### src/rtl/cmdsel_pkg.sv
package cmdsel_pkg;

    parameter int PORTS = 2;
    parameter int RANKS = 4;
    parameter int BANKS = 4;
    parameter int ROW_W = 14;
    parameter int SEQ_W = 8;

    localparam int PORT_W   = (PORTS > 1) ? $clog2(PORTS) : 1;
    localparam int RANK_W   = (RANKS > 1) ? $clog2(RANKS) : 1;
    localparam int BANK_W   = (BANKS > 1) ? $clog2(BANKS) : 1;
    localparam int NUM_BANK = PORTS * RANKS * BANKS;
    localparam int BID_W    = $clog2(NUM_BANK);

    typedef struct packed {
        logic              is_wr;
        logic [PORT_W-1:0] port;
        logic [RANK_W-1:0] rank;
        logic [BANK_W-1:0] bank;
        logic [ROW_W-1:0]  row;
    } mem_cmd_t;

    typedef logic [SEQ_W-1:0] seq_t;

    function automatic logic [BID_W-1:0] bank_id(mem_cmd_t c);
        int unsigned v;
        v = (int'(unsigned'(c.port)) * RANKS + int'(unsigned'(c.rank))) * BANKS
            + int'(unsigned'(c.bank));
        return BID_W'(v);
    endfunction

endpackage

### src/rtl/cmd_slot_store.sv
module cmd_slot_store
    import cmdsel_pkg::*;
#(
    parameter int DEPTH = 8,
    localparam int IDX_W = $clog2(DEPTH)
) (
    input  logic                  clk,
    input  logic                  rst,
    input  logic                  push_valid,
    input  mem_cmd_t              push_cmd,
    input  seq_t                  push_seq,
    output logic                  full,
    output logic [DEPTH-1:0]      slot_valid,
    output mem_cmd_t [DEPTH-1:0]  slot_cmd,
    output seq_t [DEPTH-1:0]      slot_seq,
    input  logic                  pop_en,
    input  logic [IDX_W-1:0]      pop_idx
);

    logic [IDX_W-1:0] free_idx;
    logic             do_push;

    assign full    = &slot_valid;
    assign do_push = push_valid && !full;

    always_comb begin
        free_idx = '0;
        for (int i = DEPTH - 1; i >= 0; i--) begin
            if (!slot_valid[i]) free_idx = IDX_W'(i);
        end
    end

    always_ff @(posedge clk) begin
        if (rst) begin
            slot_valid <= '0;
        end else begin
            if (pop_en)  slot_valid[pop_idx]  <= 1'b0;
            if (do_push) slot_valid[free_idx] <= 1'b1;
        end
    end

    always_ff @(posedge clk) begin
        if (do_push) begin
            slot_cmd[free_idx] <= push_cmd;
            slot_seq[free_idx] <= push_seq;
        end
    end

    // only an occupied slot may be removed
    a_r6_pop_occupied: assert property (@(posedge clk) disable iff (rst)
        pop_en |-> slot_valid[pop_idx]);

    // a refused push leaves stored commands untouched
    a_r1_full_no_store: assert property (@(posedge clk) disable iff (rst)
        (full && push_valid && !pop_en) |=> $stable(slot_valid));

endmodule

### src/rtl/bank_timer.sv
module bank_timer #(
    parameter int NUM  = 32,
    parameter int BUSY = 20,
    localparam int IDX_W = $clog2(NUM),
    localparam int CNT_W = $clog2(BUSY + 1)
) (
    input  logic             clk,
    input  logic             rst,
    input  logic             load_en,
    input  logic [IDX_W-1:0] load_idx,
    output logic [NUM-1:0]   busy
);

    for (genvar g = 0; g < NUM; g++) begin : g_bank
        logic [CNT_W-1:0] cnt;
        always_ff @(posedge clk) begin
            if (rst)                                  cnt <= '0;
            else if (load_en && load_idx == IDX_W'(g)) cnt <= CNT_W'(BUSY);
            else if (cnt != '0)                       cnt <= cnt - 1'b1;
        end
        assign busy[g] = (cnt != '0);
    end

    // issuing to a bank makes it busy on the next cycle
    a_r3_busy_after_issue: assert property (@(posedge clk) disable iff (rst)
        load_en |=> busy[$past(load_idx)]);

endmodule

### src/rtl/issue_fifo.sv
module issue_fifo
    import cmdsel_pkg::*;
#(
    parameter int DEPTH = 4,
    localparam int IDX_W = $clog2(DEPTH),
    localparam int CNT_W = $clog2(DEPTH + 1)
) (
    input  logic     clk,
    input  logic     rst,
    input  logic     push_en,
    input  mem_cmd_t push_cmd,
    output logic     full,
    output logic     out_valid,
    output mem_cmd_t out_cmd,
    input  logic     out_ready
);

    mem_cmd_t [DEPTH-1:0] mem;
    logic [IDX_W-1:0]     rd_ptr, wr_ptr;
    logic [CNT_W-1:0]     count;
    logic                 pop;

    assign full      = (count == CNT_W'(DEPTH));
    assign out_valid = (count != '0);
    assign out_cmd   = mem[rd_ptr];
    assign pop       = out_valid && out_ready;

    function automatic logic [IDX_W-1:0] bump(logic [IDX_W-1:0] p);
        return (p == IDX_W'(DEPTH - 1)) ? '0 : p + 1'b1;
    endfunction

    always_ff @(posedge clk) begin
        if (rst) begin
            rd_ptr <= '0;
            wr_ptr <= '0;
            count  <= '0;
        end else begin
            if (push_en) wr_ptr <= bump(wr_ptr);
            if (pop)     rd_ptr <= bump(rd_ptr);
            count <= count + CNT_W'(push_en) - CNT_W'(pop);
        end
    end

    always_ff @(posedge clk) begin
        if (push_en) mem[wr_ptr] <= push_cmd;
    end

    // the selector never pushes into a full FIFO
    a_r5_no_push_full: assert property (@(posedge clk) disable iff (rst)
        push_en |-> !full);

    // a stalled head stays valid and unchanged
    a_r2_head_hold: assert property (@(posedge clk) disable iff (rst)
        (out_valid && !out_ready) |=> (out_valid && $stable(out_cmd)));

endmodule

### src/rtl/cmd_oldest_sel.sv
module cmd_oldest_sel
    import cmdsel_pkg::*;
#(
    parameter int Q_DEPTH       = 8,
    parameter int FIFO_DEPTH    = 4,
    parameter int BANK_BUSY_CYC = 20
) (
    input  logic              clk,
    input  logic              rst,
    input  logic              rd_req_valid,
    input  logic [PORT_W-1:0] rd_req_port,
    input  logic [RANK_W-1:0] rd_req_rank,
    input  logic [BANK_W-1:0] rd_req_bank,
    input  logic [ROW_W-1:0]  rd_req_row,
    output logic              rd_req_reject,
    input  logic              wr_req_valid,
    input  logic [PORT_W-1:0] wr_req_port,
    input  logic [RANK_W-1:0] wr_req_rank,
    input  logic [BANK_W-1:0] wr_req_bank,
    input  logic [ROW_W-1:0]  wr_req_row,
    output logic              wr_req_reject,
    output logic              dram_valid,
    input  logic              dram_ready,
    output logic              dram_is_wr,
    output logic [PORT_W-1:0] dram_port,
    output logic [RANK_W-1:0] dram_rank,
    output logic [BANK_W-1:0] dram_bank,
    output logic [ROW_W-1:0]  dram_row
);

    localparam int NCAND  = 2 * Q_DEPTH;
    localparam int CAND_W = $clog2(NCAND);
    localparam int SLOT_W = $clog2(Q_DEPTH);

    seq_t                   next_seq;
    logic                   rd_full, wr_full, rd_acc, wr_acc;
    mem_cmd_t               rd_in, wr_in;
    logic [Q_DEPTH-1:0]     rd_sv, wr_sv;
    mem_cmd_t [Q_DEPTH-1:0] rd_sc, wr_sc;
    seq_t [Q_DEPTH-1:0]     rd_ss, wr_ss;
    logic [NCAND-1:0]       cand_v;
    mem_cmd_t [NCAND-1:0]   cand_c;
    seq_t [NCAND-1:0]       cand_s;
    logic [NUM_BANK-1:0]    bank_busy;
    logic                   fifo_full;
    mem_cmd_t               fifo_out;
    logic                   pick_found, sel_en, rd_pop, wr_pop;
    logic [CAND_W-1:0]      pick_idx;
    seq_t                   best_age, age;

    assign rd_in = '{is_wr: 1'b0, port: rd_req_port, rank: rd_req_rank,
                     bank: rd_req_bank, row: rd_req_row};
    assign wr_in = '{is_wr: 1'b1, port: wr_req_port, rank: wr_req_rank,
                     bank: wr_req_bank, row: wr_req_row};

    assign rd_acc        = rd_req_valid && !rd_full;
    assign wr_acc        = wr_req_valid && !wr_full;
    assign rd_req_reject = rd_req_valid && rd_full;
    assign wr_req_reject = wr_req_valid && wr_full;

    always_ff @(posedge clk) begin
        if (rst) next_seq <= '0;
        else     next_seq <= next_seq + SEQ_W'(rd_acc) + SEQ_W'(wr_acc);
    end

    cmd_slot_store #(.DEPTH(Q_DEPTH)) u_rd_store (
        .clk(clk), .rst(rst),
        .push_valid(rd_req_valid), .push_cmd(rd_in), .push_seq(next_seq),
        .full(rd_full), .slot_valid(rd_sv), .slot_cmd(rd_sc), .slot_seq(rd_ss),
        .pop_en(rd_pop), .pop_idx(pick_idx[SLOT_W-1:0])
    );

    cmd_slot_store #(.DEPTH(Q_DEPTH)) u_wr_store (
        .clk(clk), .rst(rst),
        .push_valid(wr_req_valid), .push_cmd(wr_in),
        .push_seq(next_seq + SEQ_W'(rd_acc)),
        .full(wr_full), .slot_valid(wr_sv), .slot_cmd(wr_sc), .slot_seq(wr_ss),
        .pop_en(wr_pop), .pop_idx(pick_idx[SLOT_W-1:0])
    );

    assign cand_v = {wr_sv, rd_sv};
    assign cand_c = {wr_sc, rd_sc};
    assign cand_s = {wr_ss, rd_ss};

    // oldest eligible: largest distance behind the arrival counter
    always_comb begin
        pick_found = 1'b0;
        pick_idx   = '0;
        best_age   = '0;
        age        = '0;
        for (int i = 0; i < NCAND; i++) begin
            if (cand_v[i] && !bank_busy[bank_id(cand_c[i])]) begin
                age = next_seq - cand_s[i];
                if (!pick_found || age > best_age) begin
                    pick_found = 1'b1;
                    pick_idx   = CAND_W'(i);
                    best_age   = age;
                end
            end
        end
    end

    assign sel_en = pick_found && !fifo_full;
    assign rd_pop = sel_en && !pick_idx[CAND_W-1];
    assign wr_pop = sel_en &&  pick_idx[CAND_W-1];

    issue_fifo #(.DEPTH(FIFO_DEPTH)) u_fifo (
        .clk(clk), .rst(rst),
        .push_en(sel_en), .push_cmd(cand_c[pick_idx]), .full(fifo_full),
        .out_valid(dram_valid), .out_cmd(fifo_out), .out_ready(dram_ready)
    );

    bank_timer #(.NUM(NUM_BANK), .BUSY(BANK_BUSY_CYC)) u_timer (
        .clk(clk), .rst(rst),
        .load_en(dram_valid && dram_ready), .load_idx(bank_id(fifo_out)),
        .busy(bank_busy)
    );

    assign dram_is_wr = fifo_out.is_wr;
    assign dram_port  = fifo_out.port;
    assign dram_rank  = fifo_out.rank;
    assign dram_bank  = fifo_out.bank;
    assign dram_row   = fifo_out.row;

    // with both queues empty nothing is selected
    a_r6_empty_idle: assert property (@(posedge clk) disable iff (rst)
        (!(|rd_sv) && !(|wr_sv)) |-> !sel_en);

    // a selection makes the FIFO non-empty on the next cycle
    a_r8_sel_lands: assert property (@(posedge clk) disable iff (rst)
        sel_en |=> dram_valid);

endmodule

### config.mk
export PLATFORM = sky130hd
export DESIGN_NAME = cmd_oldest_sel
export DESIGN_NICKNAME = d
export VERILOG_FILES = /design/src/rtl/cmdsel_pkg.sv /design/src/rtl/cmd_slot_store.sv /design/src/rtl/bank_timer.sv /design/src/rtl/issue_fifo.sv /design/src/rtl/cmd_oldest_sel.sv
export SDC_FILE = /design/constraint.sdc
export NUM_CORES = 2
export LEC_CHECK = 0
export ABC_AREA = 1
export BUFFER_PORTS_ARGS = -buffer_cell sky130_fd_sc_hd__buf_2
export CORE_ASPECT_RATIO = 0.8
export CORE_MARGIN = 1.5
export CORE_UTILIZATION = 64
export DETAILED_ROUTE_END_ITERATION = 7
export GPL_TIMING_DRIVEN = 1
export PLACE_DENSITY_LB_ADDON = 0.15
export SETUP_SLACK_MARGIN = 0.02
export SLEW_MARGIN = 15
export SYNTH_ARGS = -nofsm -noshare
export SYNTH_HDL_FRONTEND = slang
export SYNTH_SLANG_ARGS = --single-unit
### constraint.sdc
create_clock -name clk -period 28.6 [get_ports clk]
set_input_delay 4.29 -clock clk [delete_from_list [all_inputs] [get_ports clk]]
set_output_delay 4.29 -clock clk [all_outputs]
set_load 0.01 [all_outputs]
### Yosys cells after proc, flatten, opt, wreduce, memory -nomap -nowiden

Cells that the tools add are included.

| word-level totals | value |
|---|---|
| logic and storage cells | 799 |
| bits in registers | 719 |

| operators by class | value |
|---|---|
| mux-type cells | 235 |
| eq/ne operators | 34 |
| order comparisons | 41 |
| reduce and logical (&&, ||, !) cells | 210 |
| bitwise gates (word level) | 5 |
| add/subtract/negate cells | 88 |

Operators with widths:

| operator | count |
|---|---|
| bitwise mux 160 bit | 2 |
| two-way mux 5 bit | 64 |
| two-way mux 8 bit | 37 |
| nonzero test 5 bit | 32 |
| subtractor 5 x 1 -> 5 bit, second input constant | 32 |
| bitwise mux 64 bit | 2 |
| subtractor 8 bit | 16 |
| demux 20 bit (select 3 bit) | 2 |
| greater-than comparator 8 bit | 15 |
| two-way mux 4 bit | 28 |
| two-way mux 20 bit | 5 |
| less-than comparator 5 x 6 -> 1 bit, second input constant | 16 |
| adder 5 x 2 -> 5 bit | 17 |
| binary-select mux 1 bit (select 5 bit) | 16 |
| binary-select mux 20 bit (select 4 bit) | 1 |
| bitwise mux 80 bit | 1 |
| equality test 5 bit, second input constant | 16 |
| nonzero test 2 bit | 32 |
| OR reduction 2 bit | 32 |
| logical AND 1 bit | 60 |
| two-way mux 1 bit | 52 |
| adder 3 x 2 -> 3 bit | 17 |
| demux 8 bit (select 3 bit) | 2 |
| two-way mux 3 bit | 16 |
| 27 further kinds | 100 |

### Logic depth before layout (Yosys ltp)

| logic depth | value |
|---|---|
| word-level depth | 77 |
| gate-level depth with buffers | 215 |
| depth with buffers taken out | 201 |

### Modules after synthesis

From an unflattened synthesis, not the netlist that was laid out.

| second synthesis, totals | value |
|---|---|
| cells, all modules | 5506 |
| area total of the unflattened synthesis | 44023.5 um^2 |

By module, submodules not included:

| module | times used | cells an instance | area an instance (um^2) |
|---|---|---|---|
| cmd_oldest_sel | 1 | 3468 | 18325.1 |
| bank_timer | 1 | 1183 | 7888.8 |
| cmd_slot_store at u_rd_store | 1 | 299 | 7223.2 |
| cmd_slot_store at u_wr_store | 1 | 302 | 7210.7 |
| issue_fifo | 1 | 254 | 3375.7 |

### Least setup slack after synthesis

No wires, ideal clock.

| timing | value |
|---|---|
| kind | register to register |
| start point | reg next_seq[1] |
| end point | reg u_fifo.mem[17] in the netlist's numbering (data pin) |
| clock period less this slack | 23.497 ns |
| data required time | 28.335 ns |
| arrival time | 23.232 ns |
| path buffers | 15 |
| setup time | 0.265 ns |
| cell stages (with the launch flop) | 200 |
| setup slack | 5.103 ns |
| cells stage by stage | dfxtp_1 > ha_1 > nand3_1 > nand2_1 > nand2_1 > nand2_1 > a21oi_1 > xor2_1 > inv_1 > nand2_1 > ha_1 > nand2_1 > nor2_1 > nand2_1 > o211ai_1 > nand2_1 > nand4_1 > nand2_1 > (+164 left out) > nand3_1 > o211ai_1 > nand4_1 > o211ai_1 > o21ai_0 > nand2_1 > nand2_1 > buf_6 > buf_2 > buf_2 > nand3_1 > nand2_1 > nand2_1 > nand2_1 > nand2_1 > nand2_1 > nand2_1 > nand2_1 |

RTL lines:

| element | line | RTL |
|---|---|---|
| start: declaration | cmd_oldest_sel.sv:35 | `seq_t next_seq;` |
| start signal: assignment | cmd_oldest_sel.sv:63 | `else next_seq <= next_seq + SEQ_W'(rd_acc) + SEQ_W'(wr_acc);` |
| end signal: indexed assignment | issue_fifo.sv:45 | `if (push_en) mem[wr_ptr] <= push_cmd;` |
| end: declaration | issue_fifo.sv:18 | `mem_cmd_t [DEPTH-1:0] mem;` |

==> impl_summary.log <==
[metrics] cell count after synthesis: 5473
[metrics] Die Outline Area: 70870 um^2
[metrics] maximum vdd drop: 0.08867 mV
[metrics] fin crit share: 0.9054
[metrics] Std-Cell Rows: 86
[metrics] cell count after placement: 6316
[metrics] maximum level of the CTS H-tree: 3
[metrics] Synth area leaders: edfxtp_1, nand2_1, ha_1
[metrics] largest net degree at the start of global routing: 96
[metrics] P_leak: 0.02156 uW
[metrics] DR WL/cell: 21.58 um
[metrics] post-layout minimum cycle time: 25.89 ns
[metrics] Required @ worst endpoint: 28.99 ns
[metrics] router iterations before antenna repair: 8
[metrics] DRC violation count after routing: 0
[metrics] depth of the worst register-to-register path: 186
[metrics] x dimension of the die: 297.3 um
[metrics] clock slew at the register clock pins of the worst setup and hold paths: 0.06 ns
[metrics] CP startpoint: u_timer.g_bank[7].cnt[0]$_SDFFE_PP0P_
[metrics] Antenna Nets Post-Route: 0
[metrics] startpoint types: flop
[metrics] global-route wire length before repair: 210.1 mm
[metrics] launch instance of the worst register-to-register path: u_timer.g_bank[7].cnt[0]$_SDFFE_PP0P_
[metrics] via count of the first global-routing pass: 36246
[metrics] destination of the critical timing path: u_fifo.mem[1]$_DFFE_PP_
[metrics] final global-route overflow total: 0
[metrics] cell area after layout: 48260 um^2
[metrics] Crit path arrival time: 26.28 ns
[metrics] pins over their slew limit: 0
[metrics] clock sink count: 703
[metrics] maximum count of clock buffers along a single path: 3
[metrics] Max Clk Rate: 38.62 MHz
[metrics] clock insertion delay at the later pin of the skew report: 0.68 ns
[metrics] reported max-cap violation count: 0
[metrics] GRT Util Overall: 0.3858
[metrics] Netlist Area Pre-Place: 44340 um^2
[metrics] power density over cell area: 93.55 nW/um^2
[metrics] clock tree from TritonCTS: yes
[metrics] kind of end point of the critical path: flop
[metrics] actual slew at the worst max-slew pin: 1.316 ns
[metrics] number of synthesized register bits: 703
[metrics] initial antenna violation count: 7
[metrics] skew final: 0.05905 ns
[metrics] slowest stage cell on the critical path: or2_2
[metrics] Via density: 6.152
[metrics] Crit path largest cell delay: 0.38 ns
[metrics] Fin. Hold Viols: 0
[metrics] final routed wirelength across all metal layers: 139.6 mm
[metrics] Final #Nets: 5848
[metrics] outcome: completed
[metrics] number of buffers created by CTS: 74
[metrics] cell chosen for the clock root: clkbuf_16
[metrics] setup violation total in the final timing report: 0
[metrics] cell repeated most along the worst path: nand2_1
[metrics] count of buffers from port buffering: 65
[metrics] number of distinct standard cells referenced by the synthesized netlist: 60
[metrics] Synth Area per Inst: 8.101 um^2
[metrics] Placed Instance Area: 45380 um^2
[metrics] sequential area share after synthesis: 0.4330
[metrics] hold bufs inserted after CTS: 0
[metrics] routed via count: 39797
[metrics] worst hold path type: flop to flop
[metrics] signed area change from the synthesized netlist to the final layout: 8.856%
[metrics] Bufs and invs on worst path: 28
[metrics] count of placed standard cells in the final layout, fillers left out: 6469
[metrics] fraction of final layout cells sized beyond drive strength 1: 0.08339
[metrics] largest driver fanout on the critical path: 27
[metrics] number of nets in the synthesized netlist: 5840
[metrics] worst r2r dst: u_fifo.mem[1]$_DFFE_PP_
[metrics] area used by multi-input combinational logic: 21880 um^2
[metrics] most instantiated flip-flop cell in the synthesis netlist: edfxtp_1
[metrics] number of placed I/O pins: 66
[metrics] family with the most delay on the worst path: simple AND/OR/NAND/NOR gates
[metrics] share of the synthesized area in the top cell type: 0.3468
[metrics] library cell occupying the most area in the post-synthesis netlist: edfxtp_1
[metrics] number of synthesis warnings: 0
[metrics] last weighted congestion value of the routability-driven placer: 1.012
[metrics] Filler cells: 5508
[metrics] total half-perimeter wirelength after legalization and detailed placement: 95.44 mm
[metrics] number of DRC markers in iteration 0: 5425
[metrics] proportion of synthesized flip-flops having asynchronous set or reset: 0
[metrics] overall die height: 238.4 um
[metrics] sequential cell area: 19200 um^2
[metrics] category of the most critical setup path: flop to flop
[metrics] Rel. slew slack: 0.1229
[metrics] number of flops mapped to enable cells by yosys: 512
[metrics] core area: 68650 um^2
[metrics] FF-to-FF setup slack: 2.71 ns
[metrics] CP Depth: 186
[metrics] Initial Util: 0.6458
registers in the layout, indices dropped and copies added, names as in the netlist:
name	cells
u_timer.g_bank.cnt	160
u_rd_store.slot_cmd	152
u_wr_store.slot_cmd	152
u_fifo.mem	80
u_rd_store.slot_seq	64
u_wr_store.slot_seq	64
next_seq	8
u_rd_store.slot_valid	8
u_wr_store.slot_valid	8
u_fifo.count	3
u_fifo.rd_ptr	2
u_fifo.wr_ptr	2
cell type report:
type                       instances  share of cell area
multi-input combinational       3923              0.4534
timing repair inverter             1           0.0001556
antenna                            5           0.0002593
timing repair buffer             140             0.02033
clock buffer                     100             0.04228
tap                              924             0.02396
clock inverter                    35             0.01169
inverter                         638             0.05009
sequential                       703              0.3979
cells in the mapped netlist, drive strengths merged (3+ instances only):
cell type,number
nor2,351
nand4,19
nand2,1458
a21oi,310
a211oi,3
clkinv,4
a32oi,5
or2,59
fa,17
ha,307
o22ai,26
and3,4
nor3,37
a21o,3
a31oi,44
xnor2,32
xor2,114
o21ai,279
nand3,584
o221ai,51
a21bo,3
nor3b,15
edfxtp,512
o211ai,71
clkbuf,103
o311ai,17
and2,25
dfxtp,191
nand3b,4
inv,634
buf,108
nor4,28
o31ai,4
or3,13
o21a,4
o21bai,26
report_power, final:
group	internal [uW]	switching, uW	total [uW]	leakage (uW)
Clock	600	437	1040	0.00126
Sequential	1250	108	1360	0.00627
Combinational	651	1460	2120	0.0140
through the flow:
step           TNS (ns)  setup WS [ns]  total power, uW  hold WS, ns    util
4_1_cts               0         0.5339             4407       0.4621  0.6989
5_1_grt         -0.1060       -0.03233             4743       0.4769  0.7029
3_3_place_gp          0          1.507             3332       0.4487  0.6610
3_5_place_dp          0         0.6171             3369       0.4529  0.6610
2_1_floorplan         0          5.103             2677       0.4381       -
6_report              0          2.706             4515       0.4642  0.7030
cell usage in the layout, fill, tap and decap left out, drive strengths merged, types with 10 or more instances in the layout:
master,instances
nor4,28
nor3,37
ha,307
nor2,351
clkbuf,100
nand2,1460
a31oi,44
o22ai,26
bufinv,10
nand4,19
a21oi,310
nand3,584
xnor2,32
xor2,114
clkinv,25
o221ai,51
o211ai,71
or3,13
buf,140
or2,59
o311ai,17
edfxtp,512
inv,634
o21bai,26
and2,25
o21ai,279
dfxtp,191
nor3b,15
fa,17
kinds of logic (layout without fill, tap and decap cells):
logic type / after synthesis / in the layout / synth area share
compound gates: 852 / 852 / 0.1117
fa+ha+maj: 324 / 324 / 0.09432
simple gates: 2599 / 2601 / 0.2542
xor+xnor: 146 / 146 / 0.02884
other cells: 0 / 5 / 0
flops: 703 / 703 / 0.4330
buf+inv: 849 / 914 / 0.07789
what timing repair did:
| item | in CTS | in global routing |
|---|---|---|
| gates resized for setup | 0 | 53 |
| endpoints found under the setup margin | 0 | 96 |
| buffers inserted | 0 | 9 |
| endpoints found under the hold margin | 0 | 0 |
metal layers:
metal,vias up,share of wire,global-route usage
li1,18501,-,-
met1,18506,0.41,0.5471
met4,8,0.039,0.1594
met2,2384,0.42,0.5585
met5,-,0.00037,0
met3,398,0.13,0.1042
how the worst min path moves through the flow:
stage | cells after the start | slack [ns] | endpoint | start
3_3_place_gp | 2 | 0.45 | u_timer.g_bank[16].cnt[0]$_SDFFE_PP0P_ | u_timer.g_bank[16].cnt[0]$_SDFFE_PP0P_
6_report | 2 | 0.46 | u_timer.g_bank[17].cnt[0]$_SDFFE_PP0P_ | u_timer.g_bank[17].cnt[0]$_SDFFE_PP0P_
4_1_cts | 2 | 0.46 | u_timer.g_bank[17].cnt[0]$_SDFFE_PP0P_ | u_timer.g_bank[17].cnt[0]$_SDFFE_PP0P_
2_1_floorplan | 2 | 0.44 | u_timer.g_bank[4].cnt[0]$_SDFFE_PP0P_ | u_timer.g_bank[4].cnt[0]$_SDFFE_PP0P_
5_1_grt | 2 | 0.48 | u_timer.g_bank[4].cnt[0]$_SDFFE_PP0P_ | u_timer.g_bank[4].cnt[0]$_SDFFE_PP0P_
3_5_place_dp | 2 | 0.45 | u_timer.g_bank[17].cnt[0]$_SDFFE_PP0P_ | u_timer.g_bank[17].cnt[0]$_SDFFE_PP0P_
worst register-to-register path: cells and delay by family, from the launching register on:
family                   cells  cell delay [ns]
adder cells (fa/ha/maj)     16             4.52
AND/OR/NAND/NOR             91            11.15
buffers and inverters       28             3.42
AO/OA/AOI/OAI               51             6.24
flip-flops                   1             0.32
Note: power is estimated with default switching activity, not from simulation.
